$ cat src/rtl/cfg_hdr_pkg.sv
// Shared constants and types for the boot configuration header walker.
// Assumes the header layout: 32-byte table entries, name at byte 20,
// little-endian multi-byte fields.
package cfg_hdr_pkg;

    localparam int ENT_BYTES  = 32;
    localparam int NAME_BYTES = 12;
    localparam int NAME_OFS   = 20;
    localparam int ITEM_PEEK  = 6;

    localparam logic [31:0] KEY_SETTINGS = 32'hC0C0C0C1;
    localparam logic [31:0] KEY_RAM      = 32'hC0C0C0C2;

    // Names held with the first character in the lowest byte, so the
    // literals are written reversed and then padded with zero bytes.
    localparam logic [NAME_BYTES*8-1:0] NAME_SETTINGS = {16'h0, "SGNITTESHC"};
    localparam logic [NAME_BYTES*8-1:0] NAME_RAM      = {56'h0, "MARHC"};

    typedef enum logic [1:0] {
        ITEM_UNKNOWN  = 2'd0,
        ITEM_SETTINGS = 2'd1,
        ITEM_RAM      = 2'd2
    } item_kind_e;

    typedef enum logic [2:0] {
        S_IDLE,
        S_TOC_GO,
        S_TOC_WAIT,
        S_EVAL,
        S_ITEM_GO,
        S_ITEM_WAIT,
        S_JUDGE,
        S_NEXT
    } walk_st_e;

endpackage

$ cat src/rtl/hdr_byte_fetch.sv
// Reads a run of consecutive bytes from memory, issuing one request per cycle.
// Assumes: read data returns exactly one cycle after rd_req; go is only pulsed
// while no run is active. byte_vld and byte_idx mark each returning byte.
module hdr_byte_fetch #(
    parameter int ADDR_W = 9,
    parameter int LEN_W  = 6
) (
    input  logic              clk,
    input  logic              rst_n,
    input  logic              go,
    input  logic [ADDR_W-1:0] base,
    input  logic [LEN_W-1:0]  len,
    output logic              rd_req,
    output logic [ADDR_W-1:0] rd_addr,
    output logic              byte_vld,
    output logic [LEN_W-1:0]  byte_idx,
    output logic              fin
);

    logic              active;
    logic [ADDR_W-1:0] base_q;
    logic [LEN_W-1:0]  len_q;
    logic [LEN_W-1:0]  req_cnt;

    assign rd_req  = active && (req_cnt < len_q);
    assign rd_addr = base_q + ADDR_W'(req_cnt);
    assign fin     = byte_vld && (byte_idx == len_q - 1'b1);

    // Run control: latch the run, count requests, retire on the last byte.
    always_ff @(posedge clk) begin
        if (!rst_n) begin
            active   <= 1'b0;
            base_q   <= '0;
            len_q    <= '0;
            req_cnt  <= '0;
            byte_vld <= 1'b0;
            byte_idx <= '0;
        end else begin
            byte_vld <= rd_req;
            byte_idx <= req_cnt;
            if (go && !active) begin
                active  <= 1'b1;
                base_q  <= base;
                len_q   <= len;
                req_cnt <= '0;
            end else begin
                if (rd_req) begin
                    req_cnt <= req_cnt + 1'b1;
                end
                if (fin) begin
                    active <= 1'b0;
                end
            end
        end
    end

endmodule

$ cat src/rtl/hdr_name_class.sv
// Maps a 12-byte zero-padded name (first character in the low byte) to an
// item kind. Purely combinational; any byte difference gives ITEM_UNKNOWN.
module hdr_name_class
    import cfg_hdr_pkg::*;
(
    input  logic [NAME_BYTES*8-1:0] name,
    output item_kind_e              kind
);

    // Exact comparison against the two known names.
    always_comb begin
        if (name == NAME_SETTINGS) begin
            kind = ITEM_SETTINGS;
        end else if (name == NAME_RAM) begin
            kind = ITEM_RAM;
        end else begin
            kind = ITEM_UNKNOWN;
        end
    end

endmodule

$ cat src/rtl/hdr_range_chk.sv
// Flags an item span that does not fit the header or is too short to hold
// its key, enable and version bytes. The end test uses one spare bit so that
// a wrapping 32-bit sum is still caught.
module hdr_range_chk #(
    parameter int HDR_BYTES = 512,
    parameter int MIN_SIZE  = 6
) (
    input  logic [31:0] ofs,
    input  logic [31:0] len,
    output logic        bad
);

    logic [32:0] end_pos;

    assign end_pos = {1'b0, ofs} + {1'b0, len};

    // Three independent bounds, any one of which rejects the entry.
    always_comb begin
        bad = (ofs >= 32'(HDR_BYTES))
           || (end_pos > 33'(HDR_BYTES))
           || (len < 32'(MIN_SIZE));
    end

endmodule

$ cat src/rtl/cfg_hdr_walker.sv
// Walks the table of contents of a boot configuration header. Per entry it
// reads 32 bytes, detects the all-0xFF terminator, checks the range, and
// classifies the name. For known, in-range entries it then reads 6 item bytes
// and checks the key, the enable byte and the version byte.
// Assumes: MAX_ENT >= 2, and that the memory answers one cycle after each
// request.
module cfg_hdr_walker
    import cfg_hdr_pkg::*;
#(
    parameter  int HDR_BYTES = 512,
    parameter  int MAX_ENT   = 8,
    localparam int ADDR_W    = $clog2(HDR_BYTES),
    localparam int CNT_W     = $clog2(MAX_ENT + 1)
) (
    input  logic                   clk,
    input  logic                   rst_n,
    input  logic                   start,
    output logic                   busy,
    output logic                   done,
    output logic                   rd_req,
    output logic [ADDR_W-1:0]      rd_addr,
    input  logic [7:0]             rd_data,
    output logic [CNT_W-1:0]       ent_count,
    output logic [MAX_ENT*32-1:0]  ent_start,
    output logic [MAX_ENT*32-1:0]  ent_size,
    output logic [MAX_ENT*2-1:0]   ent_type,
    output logic [MAX_ENT-1:0]     ent_err,
    output logic [MAX_ENT-1:0]     ent_en,
    output logic                   settings_on,
    output logic                   ram_on,
    output logic                   range_err,
    output logic                   noterm_err
);

    localparam int IDX_W = $clog2(MAX_ENT);
    localparam int LEN_W = $clog2(ENT_BYTES + 1);

    walk_st_e                state_q;
    logic [CNT_W-1:0]        ent_q;
    logic [IDX_W-1:0]        widx;
    logic                    done_q;

    logic                    fetch_go;
    logic [ADDR_W-1:0]       fetch_base;
    logic [LEN_W-1:0]        fetch_len;
    logic                    byte_vld;
    logic [LEN_W-1:0]        byte_idx;
    logic                    fetch_fin;
    logic [3:0]              name_sel;

    logic [31:0]             cur_start;
    logic [31:0]             cur_size;
    logic [NAME_BYTES*8-1:0] cur_name;
    logic                    all_ff;
    logic [31:0]             cur_key;
    logic [7:0]              cur_valid;
    logic [7:0]              cur_ver;

    item_kind_e              kind;
    logic                    span_bad;
    logic [31:0]             exp_key;

    logic [31:0]             start_a [MAX_ENT];
    logic [31:0]             size_a  [MAX_ENT];
    item_kind_e              kind_a  [MAX_ENT];
    logic [MAX_ENT-1:0]      err_q;
    logic [MAX_ENT-1:0]      en_q;

    assign widx     = ent_q[IDX_W-1:0];
    assign busy     = (state_q != S_IDLE);
    assign done     = done_q;
    assign name_sel = 4'(int'(byte_idx) - NAME_OFS);
    assign exp_key  = (kind == ITEM_SETTINGS) ? KEY_SETTINGS : KEY_RAM;

    // Fetch requests: a full entry in table phase, the item head otherwise.
    always_comb begin
        fetch_go   = (state_q == S_TOC_GO) || (state_q == S_ITEM_GO);
        fetch_base = ADDR_W'(int'(ent_q) * ENT_BYTES);
        fetch_len  = LEN_W'(ENT_BYTES);
        if (state_q == S_ITEM_GO) begin
            fetch_base = cur_start[ADDR_W-1:0];
            fetch_len  = LEN_W'(ITEM_PEEK);
        end
    end

    hdr_byte_fetch #(
        .ADDR_W (ADDR_W),
        .LEN_W  (LEN_W)
    ) u_fetch (
        .clk      (clk),
        .rst_n    (rst_n),
        .go       (fetch_go),
        .base     (fetch_base),
        .len      (fetch_len),
        .rd_req   (rd_req),
        .rd_addr  (rd_addr),
        .byte_vld (byte_vld),
        .byte_idx (byte_idx),
        .fin      (fetch_fin)
    );

    hdr_name_class u_name (
        .name (cur_name),
        .kind (kind)
    );

    hdr_range_chk #(
        .HDR_BYTES (HDR_BYTES),
        .MIN_SIZE  (ITEM_PEEK)
    ) u_range (
        .ofs (cur_start),
        .len (cur_size),
        .bad (span_bad)
    );

    // Byte capture: assemble fields lowest byte first as bytes return.
    always_ff @(posedge clk) begin
        if (!rst_n) begin
            cur_start <= '0;
            cur_size  <= '0;
            cur_name  <= '0;
            all_ff    <= 1'b0;
            cur_key   <= '0;
            cur_valid <= '0;
            cur_ver   <= '0;
        end else begin
            if (state_q == S_TOC_GO) begin
                all_ff <= 1'b1;
            end
            if (byte_vld && state_q == S_TOC_WAIT) begin
                all_ff <= all_ff & (rd_data == 8'hFF);
                if (int'(byte_idx) < 4) begin
                    cur_start[{byte_idx[1:0], 3'b000} +: 8] <= rd_data;
                end else if (int'(byte_idx) < 8) begin
                    cur_size[{byte_idx[1:0], 3'b000} +: 8] <= rd_data;
                end else if (int'(byte_idx) >= NAME_OFS) begin
                    cur_name[{name_sel, 3'b000} +: 8] <= rd_data;
                end
            end
            if (byte_vld && state_q == S_ITEM_WAIT) begin
                if (int'(byte_idx) < 4) begin
                    cur_key[{byte_idx[1:0], 3'b000} +: 8] <= rd_data;
                end else if (int'(byte_idx) == 4) begin
                    cur_valid <= rd_data;
                end else begin
                    cur_ver <= rd_data;
                end
            end
        end
    end

    // Walk sequencer and result registers.
    always_ff @(posedge clk) begin
        if (!rst_n) begin
            state_q     <= S_IDLE;
            ent_q       <= '0;
            done_q      <= 1'b0;
            ent_count   <= '0;
            err_q       <= '0;
            en_q        <= '0;
            settings_on <= 1'b0;
            ram_on      <= 1'b0;
            range_err   <= 1'b0;
            noterm_err  <= 1'b0;
            for (int k = 0; k < MAX_ENT; k++) begin
                start_a[k] <= '0;
                size_a[k]  <= '0;
                kind_a[k]  <= ITEM_UNKNOWN;
            end
        end else begin
            done_q <= 1'b0;
            case (state_q)
                S_IDLE: begin
                    if (start) begin
                        ent_q       <= '0;
                        ent_count   <= '0;
                        err_q       <= '0;
                        en_q        <= '0;
                        settings_on <= 1'b0;
                        ram_on      <= 1'b0;
                        range_err   <= 1'b0;
                        noterm_err  <= 1'b0;
                        for (int k = 0; k < MAX_ENT; k++) begin
                            start_a[k] <= '0;
                            size_a[k]  <= '0;
                            kind_a[k]  <= ITEM_UNKNOWN;
                        end
                        state_q <= S_TOC_GO;
                    end
                end
                S_TOC_GO: begin
                    state_q <= S_TOC_WAIT;
                end
                S_TOC_WAIT: begin
                    if (fetch_fin) begin
                        state_q <= S_EVAL;
                    end
                end
                S_EVAL: begin
                    if (all_ff) begin
                        ent_count <= ent_q;
                        done_q    <= 1'b1;
                        state_q   <= S_IDLE;
                    end else begin
                        start_a[widx] <= cur_start;
                        size_a[widx]  <= cur_size;
                        kind_a[widx]  <= kind;
                        if (span_bad) begin
                            err_q[widx] <= 1'b1;
                            range_err   <= 1'b1;
                            state_q     <= S_NEXT;
                        end else if (kind == ITEM_UNKNOWN) begin
                            err_q[widx] <= 1'b1;
                            state_q     <= S_NEXT;
                        end else begin
                            state_q <= S_ITEM_GO;
                        end
                    end
                end
                S_ITEM_GO: begin
                    state_q <= S_ITEM_WAIT;
                end
                S_ITEM_WAIT: begin
                    if (fetch_fin) begin
                        state_q <= S_JUDGE;
                    end
                end
                S_JUDGE: begin
                    if (cur_key != exp_key) begin
                        err_q[widx] <= 1'b1;
                    end else if (cur_valid != 8'h00) begin
                        if (kind == ITEM_SETTINGS && cur_ver != 8'h01) begin
                            err_q[widx] <= 1'b1;
                        end else begin
                            en_q[widx] <= 1'b1;
                            if (kind == ITEM_SETTINGS) begin
                                settings_on <= 1'b1;
                            end else begin
                                ram_on <= 1'b1;
                            end
                        end
                    end
                    state_q <= S_NEXT;
                end
                S_NEXT: begin
                    if (ent_q == CNT_W'(MAX_ENT - 1)) begin
                        noterm_err <= 1'b1;
                        ent_count  <= CNT_W'(MAX_ENT);
                        done_q     <= 1'b1;
                        state_q    <= S_IDLE;
                    end else begin
                        ent_q   <= ent_q + 1'b1;
                        state_q <= S_TOC_GO;
                    end
                end
                default: state_q <= S_IDLE;
            endcase
        end
    end

    assign ent_err = err_q;
    assign ent_en  = en_q;

    // Flatten the per-entry records onto the output buses.
    for (genvar k = 0; k < MAX_ENT; k++) begin : g_flat
        assign ent_start[k*32 +: 32] = start_a[k];
        assign ent_size[k*32 +: 32]  = size_a[k];
        assign ent_type[k*2 +: 2]    = kind_a[k];
    end

endmodule

$ cat config.mk
export PLATFORM = sky130hd
export DESIGN_NAME = cfg_hdr_walker
export DESIGN_NICKNAME = d
export VERILOG_FILES = /design/src/rtl/cfg_hdr_pkg.sv /design/src/rtl/hdr_byte_fetch.sv /design/src/rtl/hdr_name_class.sv /design/src/rtl/hdr_range_chk.sv /design/src/rtl/cfg_hdr_walker.sv
export SDC_FILE = /design/constraint.sdc
export NUM_CORES = 1
export LEC_CHECK = 0
export ABC_CLOCK_PERIOD_IN_PS = 3700
export BUFFER_PORTS_ARGS = -buffer_cell sky130_fd_sc_hd__buf_2
export CAP_MARGIN = 20
export CELL_PAD_IN_SITES_DETAIL_PLACEMENT = 0
export CELL_PAD_IN_SITES_GLOBAL_PLACEMENT = 1
export CORE_AREA = 2 2 304 306
export DETAILED_ROUTE_END_ITERATION = 10
export DIE_AREA = 0 0 306 308
export GPL_TIMING_DRIVEN = 0
export PLACE_DENSITY_LB_ADDON = 0.1
export SYNTH_ARGS = -nofsm -noshare
export SYNTH_HDL_FRONTEND = slang
export SYNTH_SLANG_ARGS = --single-unit
$ cat constraint.sdc
create_clock -name clk -period 3.7 [get_ports clk]
set_input_delay 0.555 -clock clk [delete_from_list [all_inputs] [get_ports clk]]
set_output_delay 0.555 -clock clk [all_outputs]
set_load 0.05 [all_outputs]
; ---- Word-level counts from Yosys, hierarchy flattened
; Memory sizes are Yosys's and may differ from the RTL's.
; Index checks and enable logic that the tools add are counted.
; W data, S select, Z words.
[classes]
bitwise_logic = 31
n_addsub = 8
mux = 102
eq_ne = 32
magnitude_cmp = 9
shift = 4
reduce_logical = 41
[ops]
columns = op, count
row1 = $mux W32, 18
row2 = $bwmux W32, 3
row3 = $bwmux W96, 1
row4 = $eq A96 B39 Y1 const B, 1
row5 = $eq A96 B79 Y1 const B, 1
row6 = $shift A8 B9 Y96 const A, 1
row7 = $shiftx A8 B9 Y96, 1
row8 = $mux W8, 10
row9 = $reduce_or A32 Y1, 2
row10 = $add A32 B32 Y33, 1
row11 = $gt A33 B10 Y1 const B, 1
row12 = $ge A32 B10 Y1 const B, 1
row13 = $lt A32 B3 Y1 const B, 1
row14 = $mux W1, 32
row15 = $ne A32 B32 Y1, 1
row16 = $shift A8 B7 Y32 const A, 1
row17 = $shiftx A8 B7 Y32, 1
row18 = $mux W2, 14
row19 = $ne A2 B2 Y1 const B, 13
row20 = $or A1 B1 Y1, 24
row21 = $pmux W3 S8, 1
row22 = $pmux W8 S3, 1
row23 = $mux W3, 7
row24 = $reduce_and A3 Y1, 6
row25 = 47 further kinds, 84
[word_totals]
regBits = 270
memories = 3
wordCells = 253
out_inout_bits = 564
input_bits = 11
mem_bits_rw = 528
[mem_list]
columns = memory, depth, width, rd, rd_ports_with_merged_regs, write_ports, line_no
row1 = size_a, 8, 32, 8, 0, 8, cfg_hdr_walker.sv:64  ; logic [31:0] size_a [MAX_ENT];
row2 = start_a, 8, 32, 8, 0, 8, cfg_hdr_walker.sv:63  ; logic [31:0] start_a [MAX_ENT];
row3 = kind_a, 8, 2, 8, 0, 8, cfg_hdr_walker.sv:65  ; item_kind_e kind_a [MAX_ENT];

; ---- Longest topological paths before layout
[depth]
word_depth = 9
mapped_depth = 13

; ---- Hierarchy
; From an unflattened synthesis, not the netlist that was laid out.
[unflattened]
cells_unflattened = 2747
area_unflattened_um2 = 33629.8
[modules_own_cells]
columns = module, n_inst, seq_area_each_um2, area_per_inst_um2, cells_per_inst
row1 = cfg_hdr_walker, 1, 20679.8, 29597.1, 2207
row2 = hdr_range_chk, 1, 0.0, 2095.8, 300
row3 = hdr_byte_fetch, 1, 580.6, 1616.6, 195
row4 = hdr_name_class, 1, 0.0, 320.3, 45

; ---- Worst setup path after synthesis
; Ideal clock, no wire load.
[synth_path]
path_kind = register to register
from = register state_q[0]
to = memory kind_a[5][0] (netlist name) (enable)
setup_time_ps = 426
stages_incl_launch_ff = 10
period_less_slack_ps = 3942
arrival_time_ps = 3516
required_ps = 3274
path_slack_ps = -242
path_cell_list = dfxtp_1 clkbuf_1 nand2_1 or2_2 nor2_1 nand2_1 nor2_1 clkbuf_1 nand3_1 nand2_1
[synth_rtl]
columns = element, line_no
row1 = from (decl), cfg_hdr_walker.sv:38  ; walk_st_e state_q;
row2 = from (signal assigned), cfg_hdr_walker.sv:155  ; state_q <= S_IDLE;
row3 = from (signal assigned), cfg_hdr_walker.sv:188  ; state_q <= S_TOC_GO;
row4 = from (signal assigned), cfg_hdr_walker.sv:192  ; state_q <= S_TOC_WAIT;
row5 = to (decl), cfg_hdr_walker.sv:65

; ---- Worst setup path after layout
[layout_path]
from = register cur_size[8]
to = register err_q[3] (netlist: ent_err[3])
[layout_via]
elab_chain_cells = 7
elab_cells_between_ends = 10
cone_classes = add/sub: 1 / order compare: 2 / eq/ne: 1 / mux: 3 / reduce/logical: 3
[layout_rtl]
columns = element, line_no
row1 = from (decl), cfg_hdr_walker.sv:52  ; logic [31:0] cur_size;
row2 = "from (signal, indexed assignment)", cfg_hdr_walker.sv:135  ; cur_size[{byte_idx[1:0], 3'b000} +: 8] <= rd_data;
row3 = $add A32 B32 Y33, hdr_range_chk.sv:15  ; assign end_pos = {1'b0, ofs} + {1'b0, len};
row4 = $gt A33 B10 Y1, hdr_range_chk.sv:20  ; || (end_pos > 33'(HDR_BYTES))
row5 = $logic_or A1 B1 Y1, hdr_range_chk.sv:20
row6 = $logic_or A1 B1 Y1 *, hdr_range_chk.sv:21  ; || (len < 32'(MIN_SIZE));
row7 = $mux W8, cfg_hdr_walker.sv:208  ; if (span_bad) begin
row8 = $mux W8, cfg_hdr_walker.sv:200  ; if (all_ff) begin
row9 = $pmux W8 S3, cfg_hdr_walker.sv:172  ; case (state_q)
row10 = to (signal assigned), cfg_hdr_walker.sv:177  ; err_q <= '0;
row11 = "to (signal, indexed assignment)", cfg_hdr_walker.sv:209  ; err_q[widx] <= 1'b1;
row12 = "to (signal, indexed assignment)", cfg_hdr_walker.sv:213  ; err_q[widx] <= 1'b1;
row13 = to (decl), cfg_hdr_walker.sv:66  ; logic [MAX_ENT-1:0] err_q;
; Mark *: on every way between the ends. The rest lies on a longest branch, timed or not. The select of a mux whose other input is x is not followed.
; A chain may end at the register's enable or synchronous reset.

==> summary.txt <==
Synthesis
  – Distinct cells, synth: 74
  – Yosys Warn Count: 0
  – Syn nets: 2930
  – Number of synthesized flops with an enable pin: 528
  – Synth Flop Type: edfxtp_1
  – Avg Inst Size Synth: 11.6 um2
  – Synthesized area: 0.0334 mm2
  – Sequential area share after synthesis: 63.5%
  – Syn Inst Count: 2866
  – #FFs+latches synth: 794
  – Async SR Flop Fraction: 0%

Detailed routing
  – DRT Pass-1 Iters: 6
  – Number of routed nets with antenna violations: 0
  – DR vias: 25000
  – Drt initial violations: 1751
  – DR WL/cell: 25.8 um
  – Total length of routed wires: 124000 um
  – Vias per cell: 5.20
  – DRC Markers: 0

Critical path
  – Crit-path max FO: 11
  – Worst setup SP type: register
  – R2r setup slk: -220 ps
  – Worst EP arrival: 4450 ps
  – Register-to-Register Path Depth: 12
  – Endpoint class of the critical path: register
  – Worst Path Required: 4230 ps
  – Worst r2r src: cur_size[8]
  – Setup Crit Path Kind: register to register
  – Reg-to-Reg End: ent_err[3]

Global route
  – GRT Total Usage: 25.6%
  – Gr ovfl total: 0
  – Number of global-route vias before repair: 24700
  – Initial antenna violation count: 7
  – First-pass GRT wire length: 174000 um
  – Largest net degree at the start of global routing: 65

Clock network
  – Number of hold buffers added after cts: 0
  – Clk buf depth: 3
  – Clock root buffer: clkbuf_16
  – Clock sink count: 794
  – Clock tree from TritonCTS: yes
  – Clock slew at reported path FFs: 60 ps
  – Worst skew pair latency: 670 ps
  – H-tree depth: 3
  – TritonCTS Buffers: 87

Final layout
  – Fraction of layout cells with a size suffix above 1: 23.4%
  – Final instance area: 0.0415 mm2
  – Area Growth Syn to Fin: 24.3%
  – FILL cells: 8577
  – Fin cells: 4818
  – Nets: 3624

Hold path
  – Hold Crit Start: rd_data[5]
  – Hold Crit Class: primary input to register
  – Depth of the worst hold-timing path: 5
  – Worst Hold Endpoint: all_ff

Place
  – PortBufs: 574
  – DP Area: 0.0382 mm2
  – Pre-CTS setup slack: -1060 ps
  – Gpl congestion: 0.915
  – Placed Cells: 4642
  – Placed wire-length estimate: 90400 um

Outcome
  – Violated checks: setup timing
  – Outcome: finished, violations left

Floorplan
  – Die W: 306 um
  – Row Count: 111
  – Core ar.: 0.0910 mm2
  – Die area: 0.0942 mm2
  – Starting Density: 36.7%
  – Die Y: 308 um
  – # IOs: 575

Power and ir drop
  – Maximum vdd drop: 321 uV
  – Power, Total: 22.7 mW
  – Leak: 17.9 nW
  – P per Cell Area: 548 mW/mm2

Timing
  – Tmin final: 3920 ps
  – # setup viols final: 8
  – Hold Vio Cnt, Final: 0
  – Worst clock skew: 27.9 ps
  – Pins Over Slew Limit: 0
  – Slew HR: 26.6%
  – Unrepaired setup endpoints after global routing: yes
  – Final Cycle Share: 106%
  – Worst Tran Pin Value: 1100 ps
  – Maximum clock rate: 0.255 GHz
  – Setup TNS Final: -1600 ps
  – Final Worst Setup Slack: -216 ps

Job
  – Max cap viols: 0
## metal layers
metal | GRT usage [%] | wire length, um
met1 | 29.9 | 47700
met2 | 47.3 | 65300
met3 | 2.93 | 5820
met4 | 10.9 | 5230
met5 | 0 | 0
## where the power goes
group          leakage (nW)  switching [mW]  total [mW]  internal (mW)
Sequential             7.89           0.177        10.2           10.1
Clock                  1.45            3.69        9.08           5.38
Combinational          8.52            2.90        3.42          0.517
Total                  17.9            6.77        22.7           16.0
## cell usage in the layout (no fill, tap or decap), types with 29 or more instances in the layout
cell,count
edfxtp_1,528
clkbuf_1,166
nand3_1,29
buf_2,576
and3_1,208
nor2b_1,80
dfxtp_1,211
nor4_1,43
ha_1,48
o21ai_0,173
and2_1,485
clkbuf_16,88
nand2_1,297
nand4_1,35
nor2_1,88
a21oi_1,65
dfxtp_2,37
mux2i_1,73
## cells by family (layout without fill, tap and decap cells)
logic type / after synthesis / in the layout / share of synthesized area (%)
xor gates and xnor gates: 32 / 32 / 0.840
buffers and inverters: 181 / 945 / 2.04
DFF: 794 / 794 / 63.5
AOI/OAI and AO/OA: 354 / 354 / 6.34
and+or+nand+nor: 1378 / 1378 / 23.1
adders and majority gates: 53 / 53 / 2.03
muxes: 74 / 74 / 2.22
other: 0 / 2 / 0
## synth_stat cells, types with 17 or more instances
cell / n / area [um2]
xnor2_1: 17 / 149
dfxtp_1: 266 / 5330
nand2_1: 305 / 1140
clkbuf_1: 158 / 593
and3_1: 208 / 1300
nor2b_1: 80 / 500
a21oi_1: 67 / 335
o21ai_0: 176 / 881
mux2i_1: 73 / 731
edfxtp_1: 528 / 15900
a21boi_0: 18 / 135
nor2_1: 93 / 349
nor4_1: 45 / 282
inv_1: 20 / 75.1
ha_1: 51 / 638
nor3_1: 31 / 155
nand3_1: 29 / 145
and2_1: 485 / 3030
nand4_1: 35 / 219
## through the flow
| step | utilization (%) | hold WS, ps |
|---|---|---|
| global route | 45.6 | 350 |
| detailed placement | 42.0 | 450 |
| finish | 45.6 | 357 |
| global placement | 41.5 | 443 |
| CTS | 45.5 | 314 |
| floorplan | - | 444 |
## state kept, by name, summed over array words and instances, names as in the netlist, 9 cells and up
name and flops:
size_a 256, start_a 256, cur_name 96, cur_key 32, cur_size 32, cur_start 32
kind_a 16, u_fetch.base_q 9
## critical path, cell delays in order, from the launching register on
cell       delay [ps]
dfxtp_2           440
ha_1              320
buf_2             200
inv_1             100
a2111oi_1         420
nand4_1           160
nor4_2            370
a311oi_2          200
a2111o_1          370
a211o_1           270
nor4_4            360
nand4b_4          290
a22o_1            290
## layout make-up
class	instances	area [um2]	share of cell area, %
Sequential cell	794	21300	51.3
Clock buffer	105	2320	5.58
Clock inverter	54	648	1.56
Tap cell	1186	1480	3.58
Timing Repair Buffer	607	3350	8.07
Antenna cell	2	5.00	0.0121
Inverter	20	75.1	0.181
Multi-Input combinational cell	1891	11700	28.2
Buffer	159	603	1.45
## worst max-delay path by stage
stage	from	endpoint	slack, ps
floorplan	cur_start[0]	ent_err[6]	110
global placement	state_q[0]	start_a[5][20]	-2330
detailed placement	state_q[0]	start_a[5][20]	-1060
CTS	cur_start[0]	ent_err[1]	-200
global route	cur_start[0]	ent_err[1]	-290
finish	cur_size[8]	ent_err[3]	-220
## timing repair
action | in CTS | in global routing
pin swaps | 18 | 15
buffers inserted | 11 | 4
endpoints found under the hold margin | 0 | 0
setup endpoints to repair | 422 | 288
gates cloned | 0 | 0
resized for setup | 81 | 28
Note: power is estimated with default switching activity, not from simulation.
